<file path="src/rtl/clkdist_pkg.sv">
package clkdist_pkg;

   localparam int unsigned MODE_W = 3;

   typedef enum logic [1:0] {
      FAM_CMOS   = 2'b00,
      FAM_LVDS   = 2'b01,
      FAM_LVPECL = 2'b10,
      FAM_OFF    = 2'b11
   } fam_e;

   typedef struct packed {
      logic p_oe;
      logic n_oe;
      fam_e fam;
   } pin_ctl_t;

   function automatic pin_ctl_t decode_mode(input logic [MODE_W-1:0] code);
      pin_ctl_t c;
      c.fam  = FAM_CMOS;
      c.p_oe = 1'b0;
      c.n_oe = 1'b0;
      case (code)
         3'b000: begin c.p_oe = 1'b1; c.n_oe = 1'b1; end
         3'b001: c.p_oe = 1'b1;
         3'b010: c.n_oe = 1'b1;
         3'b011: ;
         3'b100: begin c.p_oe = 1'b1; c.n_oe = 1'b1; c.fam = FAM_LVDS; end
         3'b101: begin c.p_oe = 1'b1; c.n_oe = 1'b1; c.fam = FAM_LVPECL; end
         default: c.fam = FAM_OFF;
      endcase
      return c;
   endfunction

endpackage

</file>
<file path="src/rtl/clkdist_regs.sv">
module clkdist_regs
   import clkdist_pkg::*;
#(
   parameter int unsigned NUM_CH    = 4,
   parameter int unsigned ADDR_W    = 8,
   parameter int unsigned DATA_W    = 8,
   parameter int unsigned PD_ADDR   = 'h20,
   parameter int unsigned EN_ADDR   = 'h21,
   parameter int unsigned MODE_BASE = 'h28,
   parameter int unsigned HFRX_BIT  = 7
) (
   input  logic                     clk,
   input  logic                     rst_n,
   input  logic                     reg_wr,
   input  logic [ADDR_W-1:0]        reg_addr,
   input  logic [DATA_W-1:0]        reg_wdata,
   output logic [DATA_W-1:0]        reg_rdata,
   output logic [NUM_CH-1:0]        pd_bits,
   output logic                     hfrx_bit,
   output logic [NUM_CH-1:0]        en_bits,
   output logic [NUM_CH*MODE_W-1:0] mode_flat
);

   localparam logic [ADDR_W-1:0] PD_A = ADDR_W'(PD_ADDR);
   localparam logic [ADDR_W-1:0] EN_A = ADDR_W'(EN_ADDR);

   logic              pd_hit;
   logic              en_hit;
   logic [NUM_CH-1:0] mode_hit;
   logic              any_hit;

   logic [NUM_CH-1:0] pd_q;
   logic              hf_q;
   logic [NUM_CH-1:0] en_q;
   logic [MODE_W-1:0] mode_q [NUM_CH];

   assign pd_hit  = (reg_addr == PD_A);
   assign en_hit  = (reg_addr == EN_A);
   assign any_hit = pd_hit | en_hit | (|mode_hit);

   always_ff @(posedge clk or negedge rst_n) begin
      if (!rst_n) begin
         pd_q <= '0;
         hf_q <= 1'b0;
      end else if (reg_wr && pd_hit) begin
         pd_q <= reg_wdata[NUM_CH-1:0];
         hf_q <= reg_wdata[HFRX_BIT];
      end
   end

   always_ff @(posedge clk or negedge rst_n) begin
      if (!rst_n) begin
         en_q <= '0;
      end else if (reg_wr && en_hit) begin
         en_q <= reg_wdata[NUM_CH-1:0];
      end
   end

   for (genvar i = 0; i < NUM_CH; i++) begin : g_mode
      assign mode_hit[i] = (reg_addr == ADDR_W'(MODE_BASE + i));

      always_ff @(posedge clk or negedge rst_n) begin
         if (!rst_n) begin
            mode_q[i] <= '0;
         end else if (reg_wr && mode_hit[i]) begin
            mode_q[i] <= reg_wdata[MODE_W-1:0];
         end
      end

      assign mode_flat[i*MODE_W +: MODE_W] = mode_q[i];
   end

   always_comb begin
      reg_rdata = '0;
      if (pd_hit) begin
         reg_rdata[NUM_CH-1:0] = pd_q;
         reg_rdata[HFRX_BIT]   = hf_q;
      end
      if (en_hit) begin
         reg_rdata[NUM_CH-1:0] = en_q;
      end
      for (int i = 0; i < NUM_CH; i++) begin
         if (mode_hit[i]) begin
            reg_rdata[MODE_W-1:0] = mode_q[i];
         end
      end
   end

   assign pd_bits  = pd_q;
   assign hfrx_bit = hf_q;
   assign en_bits  = en_q;

   AST_PD_LOAD: assert property (@(posedge clk) disable iff (!rst_n)
      (reg_wr && pd_hit) |=> (pd_bits == $past(reg_wdata[NUM_CH-1:0])));

   AST_MISS_HOLD: assert property (@(posedge clk) disable iff (!rst_n)
      (reg_wr && !any_hit) |=> ($stable(pd_bits) && $stable(en_bits) && $stable(mode_flat) && $stable(hfrx_bit)));

endmodule

</file>
<file path="src/rtl/clkdist_en_sync.sv">
module clkdist_en_sync #(
   parameter int unsigned NUM_CH = 4
) (
   input  logic              clk,
   input  logic              rst_n,
   input  logic              align,
   input  logic [NUM_CH-1:0] en_req,
   output logic [NUM_CH-1:0] en_act
);

   logic [NUM_CH-1:0] act_q;

   always_ff @(posedge clk or negedge rst_n) begin
      if (!rst_n) begin
         act_q <= '0;
      end else if (align) begin
         act_q <= en_req;
      end
   end

   assign en_act = act_q;

   AST_EN_HOLD: assert property (@(posedge clk) disable iff (!rst_n)
      !align |=> $stable(en_act));

   AST_EN_LOAD: assert property (@(posedge clk) disable iff (!rst_n)
      align |=> (en_act == $past(en_req)));

endmodule

</file>
<file path="src/rtl/clkdist_mode_dec.sv">
module clkdist_mode_dec
   import clkdist_pkg::*;
#(
   parameter bit REG_OUT = 1'b0
) (
   input  logic              clk,
   input  logic              rst_n,
   input  logic [MODE_W-1:0] mode,
   output logic              p_oe,
   output logic              n_oe,
   output logic [1:0]        fam
);

   pin_ctl_t dec;
   pin_ctl_t ctl;

   assign dec = decode_mode(mode);

   if (REG_OUT) begin : g_reg
      always_ff @(posedge clk or negedge rst_n) begin
         if (!rst_n) begin
            ctl <= decode_mode('0);
         end else begin
            ctl <= dec;
         end
      end
   end else begin : g_comb
      assign ctl = dec;
   end

   assign p_oe = ctl.p_oe;
   assign n_oe = ctl.n_oe;
   assign fam  = ctl.fam;

   AST_OFF_NO_DRIVE: assert property (@(posedge clk) disable iff (!rst_n)
      (fam == FAM_OFF) |-> (!p_oe && !n_oe));

   AST_DIFF_BOTH: assert property (@(posedge clk) disable iff (!rst_n)
      ((fam == FAM_LVDS) || (fam == FAM_LVPECL)) |-> (p_oe && n_oe));

endmodule

</file>
<file path="src/rtl/clkdist_ctrl.sv">
module clkdist_ctrl
   import clkdist_pkg::*;
#(
   parameter int unsigned NUM_CH    = 4,
   parameter int unsigned ADDR_W    = 8,
   parameter int unsigned DATA_W    = 8,
   parameter int unsigned PD_ADDR   = 'h20,
   parameter int unsigned EN_ADDR   = 'h21,
   parameter int unsigned MODE_BASE = 'h28,
   parameter int unsigned HFRX_BIT  = 7,
   parameter bit          DEC_REG   = 1'b0
) (
   input  logic                clk,
   input  logic                rst_n,
   input  logic                reg_wr,
   input  logic [ADDR_W-1:0]   reg_addr,
   input  logic [DATA_W-1:0]   reg_wdata,
   output logic [DATA_W-1:0]   reg_rdata,
   input  logic                align_pulse,
   output logic [NUM_CH-1:0]   ch_pd,
   output logic [NUM_CH-1:0]   ch_en,
   output logic [NUM_CH-1:0]   ch_p_oe,
   output logic [NUM_CH-1:0]   ch_n_oe,
   output logic [2*NUM_CH-1:0] ch_fam,
   output logic                deep_sleep,
   output logic                hf_rx_sel
);

   localparam int unsigned MODE_END = MODE_BASE + NUM_CH;

   if (NUM_CH < 1 || NUM_CH > DATA_W) begin : g_bad_ch
      $error("channel count must fit in one data word");
   end
   if (HFRX_BIT < NUM_CH || HFRX_BIT >= DATA_W) begin : g_bad_hf
      $error("receiver select bit overlaps channels or exceeds the word");
   end
   if (DATA_W < MODE_W) begin : g_bad_dw
      $error("data word too narrow for a mode code");
   end
   if (PD_ADDR == EN_ADDR) begin : g_bad_a0
      $error("power-down and enable addresses collide");
   end
   if ((PD_ADDR >= MODE_BASE && PD_ADDR < MODE_END) ||
       (EN_ADDR >= MODE_BASE && EN_ADDR < MODE_END)) begin : g_bad_a1
      $error("mode window overlaps a control address");
   end
   if (MODE_END > (1 << ADDR_W)) begin : g_bad_a2
      $error("mode window exceeds address space");
   end

   logic [NUM_CH-1:0]        pd_bits;
   logic [NUM_CH-1:0]        en_bits;
   logic [NUM_CH*MODE_W-1:0] mode_flat;

   clkdist_regs #(
      .NUM_CH    (NUM_CH),
      .ADDR_W    (ADDR_W),
      .DATA_W    (DATA_W),
      .PD_ADDR   (PD_ADDR),
      .EN_ADDR   (EN_ADDR),
      .MODE_BASE (MODE_BASE),
      .HFRX_BIT  (HFRX_BIT)
   ) regs_i (
      .clk       (clk),
      .rst_n     (rst_n),
      .reg_wr    (reg_wr),
      .reg_addr  (reg_addr),
      .reg_wdata (reg_wdata),
      .reg_rdata (reg_rdata),
      .pd_bits   (pd_bits),
      .hfrx_bit  (hf_rx_sel),
      .en_bits   (en_bits),
      .mode_flat (mode_flat)
   );

   clkdist_en_sync #(
      .NUM_CH (NUM_CH)
   ) sync_i (
      .clk    (clk),
      .rst_n  (rst_n),
      .align  (align_pulse),
      .en_req (en_bits),
      .en_act (ch_en)
   );

   for (genvar i = 0; i < NUM_CH; i++) begin : g_ch
      clkdist_mode_dec #(
         .REG_OUT (DEC_REG)
      ) dec_i (
         .clk   (clk),
         .rst_n (rst_n),
         .mode  (mode_flat[i*MODE_W +: MODE_W]),
         .p_oe  (ch_p_oe[i]),
         .n_oe  (ch_n_oe[i]),
         .fam   (ch_fam[2*i +: 2])
      );
   end

   assign ch_pd      = pd_bits;
   assign deep_sleep = &pd_bits;

   AST_SLEEP_ENTRY: assert property (@(posedge clk) disable iff (!rst_n)
      (reg_wr && reg_addr == ADDR_W'(PD_ADDR) && (&reg_wdata[NUM_CH-1:0])) |=> deep_sleep);

   AST_SLEEP_EXIT: assert property (@(posedge clk) disable iff (!rst_n)
      deep_sleep |-> ($countones(ch_pd) == NUM_CH));

endmodule

</file>
<file path="config.mk">
export PLATFORM = sky130hd
export DESIGN_NAME = clkdist_ctrl
export DESIGN_NICKNAME = d
export VERILOG_FILES = /design/src/rtl/clkdist_pkg.sv /design/src/rtl/clkdist_regs.sv /design/src/rtl/clkdist_en_sync.sv /design/src/rtl/clkdist_mode_dec.sv /design/src/rtl/clkdist_ctrl.sv
export SDC_FILE = /design/constraint.sdc
export NUM_CORES = 1
export LEC_CHECK = 0
export BUFFER_PORTS_ARGS = -buffer_cell sky130_fd_sc_hd__buf_4
export CAP_MARGIN = 40
export CORE_MARGIN = 1
export CORE_UTILIZATION = 48
export CTS_BUF_LIST = sky130_fd_sc_hd__clkbuf_16
export DETAILED_ROUTE_END_ITERATION = 12
export PLACE_DENSITY = 0.78
export SETUP_SLACK_MARGIN = 0.2
export SYNTH_ARGS = -nofsm -noshare
export SYNTH_HDL_FRONTEND = slang
export SYNTH_HIERARCHICAL = 1
export SYNTH_SLANG_ARGS = --single-unit
export TNS_END_PERCENT = 10
</file>
<file path="constraint.sdc">
create_clock -name clk -period 1.6 [get_ports clk]
set_input_delay 0.08 -clock clk [delete_from_list [all_inputs] [get_ports clk]]
set_output_delay 0.08 -clock clk [all_outputs]
set_load 0.01 [all_outputs]
</file>
==> impl_results.md, run 1 <==
* Worst skew pair latency at about 0.25 ns
* Violated checks: negative setup slack
* Sinks on Clock Net at 25
* Die extent in y at about 56 um
* Die span in x at roughly 56 um
* Slew Limit Fails at 0
* Outcome: finished with violations
* Die area at around 0.0032 mm^2
* Total track usage at between 20% and 30%
* CTS root buf: clkbuf_16
* Mean Syn Cell Area at 11.66 um^2
* CP max-delay cell: or4b_4
* Worst-path maximum fanout at 4
* Final period util at 104.1%
* RSZ-0062 raised after global routing: yes
* Max cap viols at 0
* DR WL/cell at about 17 um
* Post CTS Setup Buffer Count at 0
* Buffers added on ports at 47
* Initial antenna violation count at 0
* Ports at 54
* # nets final at between 150 and 200
* Largest net degree at the start of global routing at 26
* Worst R2R Path Depth at 1
* WS Path Type: in -> out
* Most common library cells after synthesis: dfrtp_1 (25), mux2_2 (22), mux2i_1 (9), a21oi_1 (6)
* Ys Warns at 6
* Crit path launch type: input pin
* Vias in the first global route at roughly 1.2k
* Critical-path cell list: buf_6 > or4b_4 > or3_4 > buf_6 > nor4b_4 > buf_4
* Detail Placement HPWL at ~2500 um
* Site Rows at 19
* Total vias in the final route at ~1.2k
* Placed Cells at 203
* Main synth FF type: dfrtp_1
* Hold path start: reg_wdata[7]
* Final min period at 1.665 ns
* Clock skew at 0.0009179 ns
* Grt ovf at 0
* Async SR Flop Fraction at 100.0%
* Setup TNS at -0.4947 ns
* WL final at around 3500 um
* Max rail drop VDD at ~700 uV
* Clock Tree Buf Depth at 2
* Count leader, synth: dfrtp_1
* Worst Hold Class: in -> reg
* Core Footprint at roughly 0.0028 mm^2
* Required time of the critical path at roughly 1.5 ns
* First-pass GRT wire length at about 5800 um
* Remaining DRCs at 0
* Hold worst-path end: regs_i/hfrx_bit
* Worst r2r dst: regs_i/mode_flat[6]
* Syn-to-layout area delta at 40.72%
* EDFF count, synth at 0
* Critical path origin: reg_addr[7]
* First drt pass iteration count at 4
* Layout Cells excl Fill at 208
* CTS tree: built
* Routability cong. at between 0.8 and 0.9
* Depth of the CTS H-tree at 1
* Leak at 0.9904 nW
* Slowest stage delay, CP at between 0.5 and 0.6 ns
* Synthesized netlist cell count at 122
* Vias per cell at around 5.7
* Register area share after synthesis at a little over two fifths
* R2R Setup Slk at approximately 0.74 ns
* Final Hold Viols at 0
* Pre-CTS WS at -0.3156 ns
* Hold depth at 2
* Ant diodes at 0
* Setup slack after layout at -0.06505 ns
* Endpoints failing setup at 11
* Share of cells above drive strength 1 at a little under three fifths
* Total CTS buffers at 3
* Synth top area cells: dfrtp_1 (44%), mux2_2 (17%), mux2i_1 (6.3%)
* DRT iter0 DRCs at 40
* Fmax achieved at 600.6 MHz
* Starting Density at between 50% and 60%
* PwrDens at 733.7 mW/mm^2
* Crit path top cell by count: buf_6
* Endpoint class of the critical path: output port
* Leading area contributor after synthesis: dfrtp_1
* Crit path arrival time at ~1.6 ns
* Worst R2R Start: regs_i/mode_flat[6]
* CTS clock-pin slew for the worst setup and hold paths at around 0.060 ns
* Hold WS at between 0.05 and 0.06 ns
* Cell area after synthesis at between 0.001 and 0.0015 mm^2
* Antenna viol nets, final at 0
* Synth Register Bits at 25
* Share of the synthesized area in the top cell type at 43.98%
* Distinct cells, synth at 30
-- cell usage in the layout (no fill, tap or decap) --
master         Yosys  final
buf_6              0      5
buf_4              3     50
inv_1              4      5
mux2_2            22     17
nor2b_1            2      2
o21ai_0            3      3
nand3_1            1      1
o22ai_1            1      1
nor2_1             2      2
a2bb2oi_1          2      2
nand2_1            4      4
clkbuf_16          0      3
dfrtp_1           25     25
nor4b_1            3      2
inv_2              4      4
mux2i_1            9      9
dlygate4sd3_1      0      1
o311ai_1           0      1
nor3b_2            1      1
nand2b_1           1      1
nand4_1            1      1
o21a_1             4      4
o2bb2ai_1          2      2
mux2_4             4      9
conb_1             1      3
and4_1             1      1
a21oi_1            6      6
nor3_1             3      1
or3_4              2      2
and3_1             1      1
or4b_4             1      1
nor3_4             0      1
nor3_2             0      1
a21boi_2           4      4
nor4b_4            0      1
-- routing by layer --
metal  vias to the layer above  part of all wire, %  global-route usage [%]
met4                         0                 0.92                   8.014
li1                        550                    -                       -
met1                       589                   43                   31.58
met2                        41                   50                   39.50
met5                         -                    0                       0
met3                         5                  5.9                   3.456
-- worst max-delay path: cells and delay by family --
kind          cells  cell delay, ns
buf+inv           3            0.38
simple gates      3            1.12
-- power breakdown --
| group | switching, mW | internal [mW] | leakage (nW) |
|---|---|---|---|
| clock | 0.205 | 0.334 | 0.0423 |
| sequential | 0.0375 | 0.663 | 0.345 |
| combinational | 0.105 | 0.124 | 0.603 |
-- state kept, by name, indices dropped and copies added, names as in the netlist --
| register | flops |
|---|---|
| regs_i/pd_bits | 4 |
| regs_i/hfrx_bit | 1 |
| regs_i/mode_flat | 12 |
| regs_i/en_bits | 4 |
| sync_i/en_act | 4 |
-- cell type report --
cell class	count	area, um^2
sequential	25	625.6
clock inverter	1	3.754
clock buffer	3	75.07
inverter	8	30.03
tap	31	38.79
fill	198	779.5
timing repair buffer	56	441.7
multi-input combinational	84	787.0
-- worst max-delay path by stage --
stage                        end  cells past startpoint
2_1_floorplan    regs_i/hfrx_bit                      4
3_3_place_gp   regs_i/en_bits[3]                      5
3_5_place_dp   regs_i/en_bits[1]                      5
4_1_cts             reg_rdata[7]                      6
5_1_grt             reg_rdata[2]                      8
6_report            reg_rdata[7]                      6
-- cells by family (layout without fill, tap and decap cells) --
logic type             count (synthesis)  count (layout)  share of synthesized area (%)
multiplexers                          35              35                          27.97
flip-flops                            25              25                          43.98
AO/OA/AOI/OAI                         23              23                          11.96
AND/OR/NAND/NOR                       23              23                          11.08
buffers and inverters                 15              68                          4.748
other                                  1               3                         0.2636
-- what timing repair did --
item	4_1_cts	5_1_grt
hold endpoints to repair	25	0
pin swaps	4	5
gates resized for setup	10	6
hold buffers	1	0
endpoints found under the setup margin	20	26
-- stage by stage --
| step | power, mW | util [%] | area (um^2) |
|---|---|---|---|
| final | 1.469 | 71.97 | 2002 |
| after global placement | 0.9160 | 66.31 | 1844 |
| after detailed placement | 0.9264 | 66.31 | 1844 |
| after CTS | 1.472 | 71.17 | 1979 |
| after global routing | 1.526 | 71.97 | 2002 |
| after floorplan | 0.8103 | - | 1430 |
No activity file was read; power rests on OpenSTA's default activity.
==> inputs of run 2 (changes only) <==
--- a/config.mk
+++ b/config.mk
@@ -13,6 +13,7 @@
 export DETAILED_ROUTE_END_ITERATION = 12
 export PLACE_DENSITY = 0.78
 export SETUP_SLACK_MARGIN = 0.2
+export SKIP_LAST_GASP = 1
 export SYNTH_ARGS = -nofsm -noshare
 export SYNTH_HDL_FRONTEND = slang
 export SYNTH_HIERARCHICAL = 1
==> impl_results.md, run 2 (same netlist as run 1, synthesis figures left out) <==
* Critical-path cell list: buf_6 > or4b_4 > or3_4 > buf_6 > nor4b_4 > buf_4 (unchanged)
* Vias in the first global route at 1177 (was 1182)
* Depth of the CTS H-tree at 1 (unchanged)
* CTS clock-pin slew for the worst setup and hold paths at 0.06 ns (about the same)
* Worst Hold Class: in -> reg (unchanged)
* WS Path Type: in -> out (unchanged)
* Crit path launch type: input pin (unchanged)
* Total vias in the final route at 1202 (was 1185)
* Total CTS buffers at 3 (unchanged)
* Worst R2R Start: regs_i/mode_flat[6] (unchanged)
* Fmax achieved at 600.3 MHz (was 600.6 MHz)
* R2R Setup Slk at 0.74 ns (about the same)
* Ports at 54 (unchanged)
* Routability cong. at 0.8295 (unchanged)
* Placed Cells at 203 (unchanged)
* # nets final at 198 (unchanged)
* Max cap viols at 0 (unchanged)
* Vias per cell at 5.779 (was 5.697)
* Leak at 0.9849 nW (was 0.9904 nW)
* Core Footprint at 0.002781 mm^2 (unchanged)
* Die area at 0.003185 mm^2 (unchanged)
* CP max-delay cell: or4b_4 (unchanged)
* Starting Density at 51.15% (unchanged)
* Antenna viol nets, final at 0 (unchanged)
* Slowest stage delay, CP at 0.54 ns (about the same)
* Clock skew at 0.0008196 ns (was 0.0009179 ns)
* Max rail drop VDD at 705.7 uV (was 704.8 uV)
* Ant diodes at 0 (unchanged)
* Setup TNS at -0.3844 ns (was -0.4947 ns)
* WL final at 3500 um (was 3477 um)
* Final period util at 104.1% (about the same)
* Final Power at 1.468 mW (was 1.469 mW)
* Final min period at 1.666 ns (was 1.665 ns)
* Buffers added on ports at 47 (unchanged)
* First drt pass iteration count at 4 (unchanged)
* Slew Limit Fails at 0 (unchanged)
* Max reg flops at 12 (unchanged)
* PwrDens at 733.5 mW/mm^2 (was 733.7 mW/mm^2)
* Detail Placement HPWL at 2521 um (unchanged)
* Grt ovf at 0 (unchanged)
* Hold worst-path end: regs_i/hfrx_bit (unchanged)
* RSZ-0062 raised after global routing: yes (unchanged)
* Remaining DRCs at 0 (unchanged)
* Outcome: finished with violations (unchanged)
* Clock Tree Buf Depth at 2 (unchanged)
* Post CTS Setup Buffer Count at 0 (unchanged)
* Site Rows at 19 (unchanged)
* CTS tree: built (unchanged)
* Final Hold Viols at 0 (unchanged)
* Share of cells above drive strength 1 at 56.50% (was 55.93%)
* Violated checks: negative setup slack (unchanged)
* Required time of the critical path at 1.52 ns (about the same)
* Most frequent cells in the layout: buf_4 (50), dfrtp_1 (25), mux2_2 (22) (was buf_4 (50), dfrtp_1 (25), mux2_2 (17))
* Total track usage at 23.28% (was 23.71%)
* Crit path top cell by count: buf_6 (unchanged)
* DR WL/cell at 16.83 um (was 16.72 um)
* Hold depth at 2 (unchanged)
* Worst skew pair latency at 0.25 ns (about the same)
* DRT iter0 DRCs at 40 (unchanged)
* Initial antenna violation count at 0 (unchanged)
* Worst R2R Path Depth at 1 (unchanged)
* Worst r2r dst: regs_i/mode_flat[6] (unchanged)
* Die extent in y at 56.44 um (unchanged)
* Sinks on Clock Net at 25 (unchanged)
* Endpoints failing setup at 12 (was 11)
* Hold WS at 0.05754 ns (was 0.05976 ns)
* Most common library cell in the layout ignoring fill and taps: buf_4 (unchanged)
* Endpoint class of the critical path: output port (unchanged)
* Syn-to-layout area delta at 40.72% (unchanged)
* Layout Cells excl Fill at 208 (unchanged)
* Worst-path maximum fanout at 4 (unchanged)
* Crit path arrival time at 1.59 ns (about the same)
* First-pass GRT wire length at 5685 um (was 5789 um)
* Die span in x at 56.44 um (unchanged)
* Hold path start: reg_wdata[7] (unchanged)
* Setup slack after layout at -0.06583 ns (was -0.06505 ns)
* Largest net degree at the start of global routing at 26 (unchanged)
* CTS root buf: clkbuf_16 (unchanged)
[run 2: report_power, final]
group	internal [mW]	switching, mW
logic	0.121	0.108
registers	0.663	0.0379
clock network	0.334	0.205
[run 2: metal layers]
| metal | track usage [%] | vias up | routed length, um |
|---|---|---|---|
| met3 | 3.456 | 9 | 172 |
| li1 | - | 550 | - |
| met5 | 0 | - | 0 |
| met2 | 38.66 | 52 | 1769 |
| met1 | 31.02 | 591 | 1518 |
| met4 | 8.014 | 0 | 40 |
[run 2: repair_timing]
item                                   in CTS  in global routing
endpoints found under the hold margin      25                  0
hold buffers                                1                  0
setup endpoints to repair                  20                 26
pin swaps                                   4                  3
resized for setup                           6                  7
[run 2: worst max-delay path, delay by kind of cell]
kind | cells | cell delay, ns
buf+inv | 3 | 0.39
simple gates | 3 | 1.12
[run 2: worst max path at each step]
stage,end,from
after floorplan,regs_i/hfrx_bit,reg_addr[4]
after global placement,regs_i/en_bits[3],reg_addr[4]
after detailed placement,regs_i/en_bits[1],reg_addr[4]
after CTS,reg_rdata[7],reg_addr[7]
after global routing,reg_rdata[7],reg_addr[7]
final,reg_rdata[7],reg_addr[7]
[run 2: area by class of cell]
| class | instances | area (um^2) |
|---|---|---|
| clock inverter | 1 | 3.754 |
| clock buffer | 3 | 75.07 |
| tap | 31 | 38.79 |
| inverter | 8 | 30.03 |
| sequential | 25 | 625.6 |
| fill | 198 | 779.5 |
| multi-input combinational | 84 | 787.0 |
| timing repair buffer | 56 | 441.7 |
[run 2: stage by stage]
step | utilization, % | setup slack (ns) | area, um^2
floorplan | - | -0.1696 | 1430
global placement | 66.31 | -0.2932 | 1844
detailed placement | 66.31 | -0.3156 | 1844
CTS | 70.63 | -0.09244 | 1964
global route | 71.97 | -0.08595 | 2002
finish | 71.97 | -0.06583 | 2002
==> inputs of run 3 (changes only) <==
--- a/config.mk
+++ b/config.mk
@@ -7,12 +7,13 @@
 export LEC_CHECK = 0
 export BUFFER_PORTS_ARGS = -buffer_cell sky130_fd_sc_hd__buf_4
 export CAP_MARGIN = 40
+export CORE_ASPECT_RATIO = 0.7
 export CORE_MARGIN = 1
 export CORE_UTILIZATION = 48
 export CTS_BUF_LIST = sky130_fd_sc_hd__clkbuf_16
 export DETAILED_ROUTE_END_ITERATION = 12
 export PLACE_DENSITY = 0.78
-export SETUP_SLACK_MARGIN = 0.2
+export SETUP_SLACK_MARGIN = 0.05
 export SKIP_LAST_GASP = 1
 export SYNTH_ARGS = -nofsm -noshare
 export SYNTH_HDL_FRONTEND = slang
==> impl_results.md, run 3 (same netlist as run 1, synthesis figures left out) <==
* Outcome: finished with violations (unchanged)
* Violated checks: negative setup slack (unchanged)
* Max rail drop VDD at 469.7 uV (was 705.7 uV)
* CTS tree: built (unchanged)
* Setup slack after layout at -0.07437 ns (was -0.06583 ns)
* Required time of the critical path at 1.52 ns (about the same)
* WS Path Type: in -> out (unchanged)
* Final min period at 1.674 ns (was 1.666 ns)
* Clock Tree Buf Depth at 2 (unchanged)
* First drt pass iteration count at 4 (unchanged)
* Critical-path cell list: buf_4 > or4b_4 > buf_4 > nor3_2 > buf_4 > o311ai_1 > o22ai_1 > buf_4 (was buf_6 > or4b_4 > or3_4 > buf_6 > nor4b_4 > buf_4)
* DRT iter0 DRCs at 86 (was 40)
* Final Hold Viols at 0 (unchanged)
* Post CTS Setup Buffer Count at 0 (unchanged)
* Die area at 0.003189 mm^2 (was 0.003185 mm^2)
* Total vias in the final route at 1194 (was 1202)
* Max cap viols at 0 (unchanged)
* Remaining DRCs at 0 (unchanged)
* Ant diodes at 0 (unchanged)
* Vias per cell at 5.606 (was 5.779)
* Finished Cell Area at 0.001956 mm^2 (was 0.002002 mm^2)
* Sinks on Clock Net at 25 (unchanged)
* # nets final at 198 (unchanged)
* Endpoint class of the critical path: output port (unchanged)
* Total track usage at 23.18% (was 23.28%)
* Vias in the first global route at 1077 (was 1177)
* Depth of the CTS H-tree at 1 (unchanged)
* Share of cells above drive strength 1 at 55.93% (was 56.50%)
* Most frequent cells in the layout: buf_4 (55), dfrtp_1 (25), mux2_2 (22) (was buf_4 (50), dfrtp_1 (25), mux2_2 (22))
* CP max-delay cell: or4b_4 (unchanged)
* Worst skew pair latency at 0.25 ns (about the same)
* Crit path arrival time at 1.59 ns (about the same)
* Buffers added on ports at 47 (unchanged)
* Initial antenna violation count at 0 (unchanged)
* First-pass GRT wire length at 5216 um (was 5685 um)
* Total CTS buffers at 3 (unchanged)
* Leak at 0.9699 nW (was 0.9849 nW)
* Filler cell count at 213 (was 198)
* Max reg flops at 12 (unchanged)
* Clock skew at 0.003029 ns (was 0.0008196 ns)
* Worst-path maximum fanout at 3 (was 4)
* Slowest stage delay, CP at 0.53 ns (was 0.54 ns)
* Die extent in y at 47.55 um (was 56.44 um)
* Final Power at 1.457 mW (was 1.468 mW)
* Fmax achieved at 597.2 MHz (was 600.3 MHz)
* Slew Limit Fails at 0 (unchanged)
* Detail Placement HPWL at 2544 um (was 2521 um)
* Worst Hold Class: in -> reg (unchanged)
* DR WL/cell at 16.45 um (was 16.83 um)
* Die span in x at 67.07 um (was 56.44 um)
* Crit path launch type: input pin (unchanged)
* Routability cong. at 0.8523 (was 0.8295)
* RSZ-0062 raised after global routing: yes (unchanged)
* Starting Density at 50.76% (was 51.15%)
* PwrDens at 745.0 mW/mm^2 (was 733.5 mW/mm^2)
* Placed Area at 0.001851 mm^2 (was 0.001844 mm^2)
* Grt ovf at 0 (unchanged)
* CTS clock-pin slew for the worst setup and hold paths at 0.06 ns (about the same)
* Largest net degree at the start of global routing at 26 (unchanged)
* Syn-to-layout area delta at 37.47% (was 40.72%)
* Setup TNS at -0.6041 ns (was -0.3844 ns)
* WL final at 3503 um (was 3500 um)
* CTS root buf: clkbuf_16 (unchanged)
* Crit path top cell by count: buf_4 (was buf_6)
* Core Footprint at 0.002803 mm^2 (was 0.002781 mm^2)
* Site Rows at 16 (was 19)
* Final period util at 104.6% (was 104.1%)
* Endpoints failing setup at 12 (unchanged)
* Most common library cell in the layout ignoring fill and taps: buf_4 (unchanged)
* Antenna viol nets, final at 0 (unchanged)
* Ports at 54 (unchanged)
==> run 3: cell counts in the layout (fill, tap and decap cells not counted) <==
No cell type changed its count.
==> run 3: cell type report <==
type	count	area [um^2]	share of cell area (%)
Sequential cell	25	625.6	31.99
Clock inverter	1	3.754	0.1919
Clock buffer	3	75.07	3.839
Tap cell	36	45.04	2.303
Multi-Input combinational cell	84	753.2	38.52
Inverter	8	30.03	1.536
Timing Repair Buffer	56	422.9	21.63
==> run 3: stage by stage <==
stage	utilization (%)	instances	hold WS, ns	setup WS (ns)
4_1_cts	69.38	213	0.06704	-0.05758
3_3_place_gp	66.03	208	-0.006896	-0.3009
6_report	69.78	213	0.06819	-0.07437
5_1_grt	69.78	213	0.06488	-0.1026
2_1_floorplan	-	124	-0.2156	-0.1696
3_5_place_dp	66.03	208	-0.003352	-0.3211
==> run 3: critical path, delay by kind of cell <==
| family | cells | cell delay (ns) |
|---|---|---|
| simple gates | 2 | 0.63 |
| buf+inv | 4 | 0.57 |
| compound gates | 2 | 0.31 |
==> run 3: metal layers <==
metal	routed length, um	global-route usage [%]	up-vias
met5	0	0	-
met2	1669	38.00	41
met3	168	5.000	4
met1	1629	31.85	593
met4	35	5.532	0
li1	-	-	556
==> run 3: repair_timing <==
action,CTS,global route
cloned,0,0
endpoints found under the hold margin,25,0
gates resized for setup,2,2
pin swaps,1,1
endpoints found under the setup margin,17,17
hold buffers,1,0
==> run 3: power by group <==
group | internal [mW] | switching [mW] | total [mW]
Combinational | 0.116 | 0.104 | 0.221
Clock | 0.334 | 0.204 | 0.537
Sequential | 0.663 | 0.0361 | 0.699
==> run 3: worst paths after layout <==
| path | end | startpoint | slack, ns | depth (start not counted) |
|---|---|---|---|---|
| worst max-delay path | reg_rdata[2] | reg_addr[4] | -0.07 | 8 |
| worst min-delay path | regs_i/en_bits[3] | reg_wdata[3] | 0.07 | 2 |
| worst max register to register | regs_i/mode_flat[7] | regs_i/mode_flat[7] | 0.74 | 1 |
| worst min register to register | sync_i/en_act[0] | sync_i/en_act[0] | 0.51 | 1 |
| max in group asynchronous | regs_i/mode_flat[4] | rst_n | 1.09 | 2 |
| min in group asynchronous | sync_i/en_act[3] | rst_n | 0.26 | 2 |
